### config.mk
export PLATFORM = sky130hd
export DESIGN_NAME = mbx_top
export DESIGN_NICKNAME = d
export VERILOG_FILES = /design/src/rtl/mbx_pkg.sv /design/src/rtl/mbx_ctrl.sv /design/src/rtl/mbx_data.sv /design/src/rtl/mbx_top.sv
export SDC_FILE = /design/constraint.sdc
export NUM_CORES = 1
export LEC_CHECK = 0
export BUFFER_PORTS_ARGS = -buffer_cell sky130_fd_sc_hd__buf_2
export CAP_MARGIN = 30
export CORE_MARGIN = 8
export CORE_UTILIZATION = 59
export DETAILED_ROUTE_END_ITERATION = 12
export PLACE_DENSITY = 0.93
export SYNTH_ARGS = -nofsm -noshare
export SYNTH_HDL_FRONTEND = slang
export SYNTH_HIERARCHICAL = 1
export SYNTH_SLANG_ARGS = --single-unit
### constraint.sdc
create_clock -name clk -period 12.4 [get_ports clk]
set_clock_uncertainty 0.15 [all_clocks]
set_input_delay 1.86 -clock clk [delete_from_list [all_inputs] [get_ports clk]]
set_output_delay 1.86 -clock clk [all_outputs]
set_load 0.01 [all_outputs]
### src/rtl/mbx_pkg.sv
package mbx_pkg;
  // Strobes from control to datapath
  typedef struct packed {
    logic launch;  // command accepted this cycle
    logic finish;  // completion accepted this cycle
  } mbxStrobe_t;

  localparam logic [7:0] CMD_ADDR  = 8'h00;
  localparam logic [7:0] STAT_ADDR = 8'h04;
  localparam logic [7:0] OUT_BASE  = 8'h80;
  localparam logic [7:0] IN_BASE   = 8'h90;
endpackage

### src/rtl/mbx_ctrl.sv
module mbx_ctrl
  import mbx_pkg::*;
(
  input  logic       clk,
  input  logic       rstN,
  input  logic       cmdWr,
  input  logic       iocBit,
  input  logic       ctlDone,
  output mbxStrobe_t strb,
  output logic       busy,
  output logic       doorbell,
  output logic       hostIrq
);
  logic iocQ;

  always_comb begin
    strb.launch = cmdWr & ~busy;
    strb.finish = ctlDone & busy;
  end

  always_ff @(posedge clk) begin
    if (!rstN) begin
      busy     <= 1'b0;
      doorbell <= 1'b0;
      hostIrq  <= 1'b0;
      iocQ     <= 1'b0;
    end else begin
      doorbell <= strb.launch;
      hostIrq  <= strb.finish & iocQ;
      if (strb.launch) begin
        busy <= 1'b1;
        iocQ <= iocBit;
      end else if (strb.finish) begin
        busy <= 1'b0;
      end
    end
  end
endmodule

### src/rtl/mbx_data.sv
module mbx_data
  import mbx_pkg::*;
#(
  parameter int BUF_WORDS = 4,
  parameter int DW        = 32
) (
  input  logic                      clk,
  input  logic                      rstN,
  input  mbxStrobe_t                strb,
  input  logic                      busy,
  input  logic [7:0]                hostAddr,
  input  logic                      hostWrEn,
  input  logic [DW-1:0]             hostWrData,
  input  logic                      hostRdByte,
  output logic [DW-1:0]             hostRdData,
  output logic                      cmdWr,
  output logic                      iocBit,
  output logic [7:0]                cmdCode,
  output logic                      cmdIoc,
  output logic [3:0]                subId,
  output logic [7:0]                paySize,
  output logic [BUF_WORDS*DW-1:0]   outFlat,
  input  logic                      rspWe,
  input  logic [$clog2(BUF_WORDS)-1:0] rspIdx,
  input  logic [DW-1:0]             rspData,
  input  logic                      doneErr,
  input  logic [7:0]                doneCode,
  input  logic [7:0]                doneInit
);
  localparam int IDX_W     = $clog2(BUF_WORDS);
  localparam int BYTES     = DW / 8;
  localparam int BUF_BYTES = BUF_WORDS * BYTES;
  localparam int BSEL_W    = $clog2(BYTES);

  logic [DW-1:0] outMem [BUF_WORDS];
  logic [DW-1:0] inMem  [BUF_WORDS];
  logic          errQ;
  logic [7:0]    errCodeQ, initQ;

  logic inOut, inIn;
  logic [IDX_W-1:0]  wIdx;
  logic [BSEL_W-1:0] bSel;
  logic [DW-1:0]     inWord;

  always_comb begin
    inOut  = (hostAddr >= OUT_BASE) && (hostAddr < OUT_BASE + 8'(BUF_BYTES));
    inIn   = (hostAddr >= IN_BASE)  && (hostAddr < IN_BASE  + 8'(BUF_BYTES));
    wIdx   = hostAddr[BSEL_W +: IDX_W];
    bSel   = hostAddr[BSEL_W-1:0];
    cmdWr  = hostWrEn && (hostAddr == CMD_ADDR);
    iocBit = hostWrData[8];
    inWord = inMem[wIdx];
    hostRdData = '0;
    if (hostAddr == STAT_ADDR)
      hostRdData = DW'({8'h00, errCodeQ, initQ, subId, 2'b00, errQ, busy});
    else if (inIn)
      hostRdData = hostRdByte ? DW'(inWord[8*bSel +: 8]) : inWord;
  end

  always_ff @(posedge clk) begin
    if (!rstN) begin
      cmdCode  <= '0;
      cmdIoc   <= 1'b0;
      subId    <= '0;
      paySize  <= '0;
      errQ     <= 1'b0;
      errCodeQ <= '0;
      initQ    <= '0;
    end else begin
      if (strb.launch) begin
        cmdCode <= hostWrData[7:0];
        cmdIoc  <= hostWrData[8];
        subId   <= hostWrData[15:12];
        paySize <= hostWrData[23:16];
      end
      if (strb.finish) begin
        errQ     <= doneErr;
        errCodeQ <= doneCode;
        initQ    <= doneInit;
      end
    end
  end

  for (genvar k = 0; k < BUF_WORDS; k++) begin : gBuf
    always_ff @(posedge clk) begin
      if (!rstN) begin
        outMem[k] <= '0;
        inMem[k]  <= '0;
      end else begin
        if (hostWrEn && inOut && wIdx == IDX_W'(k)) outMem[k] <= hostWrData;
        if (rspWe && rspIdx == IDX_W'(k))           inMem[k]  <= rspData;
      end
    end
    assign outFlat[k*DW +: DW] = outMem[k];
  end
endmodule

### src/rtl/mbx_top.sv
module mbx_top
  import mbx_pkg::*;
(
  input  logic         clk,
  input  logic         rstN,
  input  logic [7:0]   hostAddr,
  input  logic         hostWrEn,
  input  logic [31:0]  hostWrData,
  input  logic         hostRdByte,
  output logic [31:0]  hostRdData,
  output logic         hostIrq,
  output logic         ctlDoorbell,
  output logic [7:0]   ctlCmdCode,
  output logic         ctlIoc,
  output logic [3:0]   ctlSubId,
  output logic [7:0]   ctlSize,
  output logic [127:0] ctlOutBuf,
  input  logic         ctlRspWe,
  input  logic [1:0]   ctlRspIdx,
  input  logic [31:0]  ctlRspData,
  input  logic         ctlDone,
  input  logic         ctlErr,
  input  logic [7:0]   ctlErrCode,
  input  logic [7:0]   ctlInitId
);
  mbxStrobe_t strb;
  logic busy, cmdWr, iocBit;

  mbx_ctrl i_ctrl (
    .clk(clk), .rstN(rstN), .cmdWr(cmdWr), .iocBit(iocBit), .ctlDone(ctlDone),
    .strb(strb), .busy(busy), .doorbell(ctlDoorbell), .hostIrq(hostIrq)
  );

  mbx_data #(.BUF_WORDS(4), .DW(32)) i_data (
    .clk(clk), .rstN(rstN), .strb(strb), .busy(busy),
    .hostAddr(hostAddr), .hostWrEn(hostWrEn), .hostWrData(hostWrData),
    .hostRdByte(hostRdByte), .hostRdData(hostRdData),
    .cmdWr(cmdWr), .iocBit(iocBit),
    .cmdCode(ctlCmdCode), .cmdIoc(ctlIoc), .subId(ctlSubId), .paySize(ctlSize),
    .outFlat(ctlOutBuf),
    .rspWe(ctlRspWe), .rspIdx(ctlRspIdx), .rspData(ctlRspData),
    .doneErr(ctlErr), .doneCode(ctlErrCode), .doneInit(ctlInitId)
  );
endmodule

==> results.cfg <==
[status]
status = complete, no violations

[cts]
htreeDepth = 1
cts_resized = 0
cts_setup_buffers = 0
clock-sinks = 298
clkTransAtPathRegs_ns = 0.06
clockBufferDepth = 3
clk_latency_ns = 0.52
cts_made_buffers = 29
cts_tree = built
ctsHoldBuffers = 0
cts_root_buf = clkbuf_16

[yosys]
syn_avg_cell_area_um2 = 14.8
ys_ff_latch = 298
async_flop_share = 0
synth-edff-count = 256
yosysWarnings = 6
synthCells = 862
yosysSeqAreaShare = 0.669
ys.flop_type = edfxtp_1
syn_area_um2 = 12700
synth_fp_nets = 959
synth_cell_types = 38

[placed_design]
gp_congestion = 0.816
place_area_um2 = 14500
dp.final_hpwl_um = 24100
numPortBuffers = 279

[critical_path]
r2r-start = i_ctrl/busy
criticalPathCategory = in -> out
r2r-end = i_data/paySize[3]
cp_cell_sequence = buf_2 -> buf_4 -> nand2b_1 -> nor4_4 -> buf_4 -> a22o_1 -> buf_2
ff2ff_setup_slack_ns = 10.62
cp-start-kind = primary input
worst_r2r_path_depth = 3
crit_required_ns = 10.39
crit_slowest_cell = buf_4
endpoint_kind = output pin
crit_arrival_ns = 3.99
crit_fanout = 54
max_stage_delay_ns = 0.62

[layout]
fin_area_um2 = 15400
multiInputGateArea_um2 = 4010
final_cell_mix = 279 x buf_2, 262 x and2_1, 256 x edfxtp_1
utilization = 0.732
nFillCells = 1298
area_growth_pct = 21.1
drive_above_1_share = 0.340
ff_latch_area_um2 = 8530
final_nets = 1236
layout_commonest_cell = buf_2

[sta]
rsz0062_at_grt = false
hold_violations = 0
setup_viol = 0
tightest_slew_ns = 0.956
tns_ns = 0
final_max_slew_viol_count = 0
fin_crit_sh = 0.484
slew_headroom = 0.361
fmax_mhz = 167
min_period_ns = 6.00

[floorplanning]
ioPinCount = 280
die_h_um = 163
core_area_um2 = 21100
fp.dieArea_um2 = 26600
rows = 53
die_width_um = 163
initial_utilization = 0.604

[hold_path]
min_path_type = reg -> reg
min_path_cells = 2
hp-start = i_ctrl/iocQ
whs_endpoint = i_ctrl/iocQ

[route]
drtIter0Drc = 693
firstDrtPassIters = 5
vias = 8380
drc = 0
antenna_left = 0
wl_per_cell_um = 24.5
via_per_inst = 5.82
wl_um = 35300

[global_routing]
use_met2 = 0.448
grt_use_met3 = 0.0632
grt_util_met1 = 0.299
grt_busiest_layer = met2
grt_use_total = 0.256
globalRoute.totalOverflow = 0
antenna_found_initial = 6
grt_pass1_vias = 8657
grt_pass1_wl_um = 51700
grt_max_degree = 55

[pwr]
powerDensity_nw_per_um2 = 139
p_leak_nw = 6.12
ir_worst_vdd_mv = 0.124

[run]
maxCapViolCount = 0
==> metrics by stage <==
stage	hold slack [ns]	std cells	total power, mW	worst slack [ns]
6_report	0.317	1440	2.15	6.40
5_1_grt	0.338	1439	2.21	6.21
4_1_cts	0.315	1436	2.16	6.39
3_5_place_dp	0.307	1383	1.35	6.41
3_3_place_gp	0.289	1377	1.34	6.47
2_1_floorplan	0.280	862	1.27	6.92
==> critical path, delay by kind of cell <==
kind,cells,cell delay (ns)
buffers and inverters,4,1.18
AND/OR/NAND/NOR,2,0.73
AO/OA/AOI/OAI,1,0.19
==> final cells by class <==
class | instances | area share
inverters | 2 | 0.000486
flip-flops and latches | 298 | 0.553
well taps | 275 | 0.0223
clock inverters | 9 | 0.00349
multi-input cells | 507 | 0.259
clock buffers | 44 | 0.0539
repair buffers | 301 | 0.107
diodes | 4 | 0.000649
==> cell families after synthesis <==
family,synth area share
flip-flops,0.669
AND/OR/NAND/NOR,0.175
AO/OA/AOI/OAI,0.0311
buffers and inverters,0.0239
multiplexers,0.101
==> metal layers <==
metal  up-vias  wire [µm]  part of all wire
met5         -         46            0.0013
met1      4147      12300              0.35
li1       3644          -                 -
met4         6       1220             0.035
met3        86       3610              0.10
met2       497      18100              0.51
==> worst max-delay path by stage <==
| stage | from | end | slack, ns | cells after the start |
|---|---|---|---|---|
| detailed placement | hostAddr[2] | hostRdData[19] | 6.41 | 7 |
| global route | hostAddr[2] | hostRdData[8] | 6.21 | 7 |
| floorplan | hostAddr[2] | i_data/outMem[0][0] | 6.92 | 4 |
| CTS | hostAddr[2] | hostRdData[19] | 6.39 | 7 |
| global placement | hostAddr[2] | hostRdData[18] | 6.47 | 7 |
| finish | hostAddr[2] | hostRdData[19] | 6.40 | 7 |
==> state kept, by name, summed over array words and instances (netlist names) <==
name             cells
i_ctrl/busy          1
i_ctrl/doorbell      1
i_ctrl/hostIrq       1
i_ctrl/iocQ          1
i_data/cmdCode       8
i_data/cmdIoc        1
i_data/errCodeQ      8
i_data/errQ          1
i_data/inMem       128
i_data/initQ         8
i_data/outMem      128
i_data/paySize       8
i_data/subId         4
==> synth_stat cells, types with 2 or more instances <==
master | count | share of area
edfxtp_1 | 256 | 0.60
nand2_1 | 20 | 0.0059
buf_4 | 6 | 0.0035
dfxtp_1 | 42 | 0.066
a22o_1 | 10 | 0.0069
buf_6 | 3 | 0.0027
buf_12 | 2 | 0.0031
and3_1 | 6 | 0.0029
nor2b_1 | 40 | 0.020
a21o_1 | 5 | 0.0029
o21ai_0 | 9 | 0.0035
clkbuf_1 | 36 | 0.011
mux2i_1 | 64 | 0.050
nor2_1 | 13 | 0.0038
nand2b_1 | 15 | 0.0074
and2_1 | 262 | 0.13
a221oi_2 | 5 | 0.0059
a32o_1 | 6 | 0.0047
o22ai_1 | 2 | 0.00098
mux4_2 | 28 | 0.049
o21ai_1 | 6 | 0.0024
inv_1 | 2 | 0.00059
a221oi_1 | 2 | 0.0014
o21a_1 | 2 | 0.0012
buf_2 | 7 | 0.0027
==> report_power, final <==
| part | internal [mW] | switching, mW |
|---|---|---|
| logic | 0.0674 | 0.104 |
| registers | 1.14 | 0.0190 |
| clock network | 0.462 | 0.356 |
| total | 1.67 | 0.480 |
(Power assumes the default switching activity.)
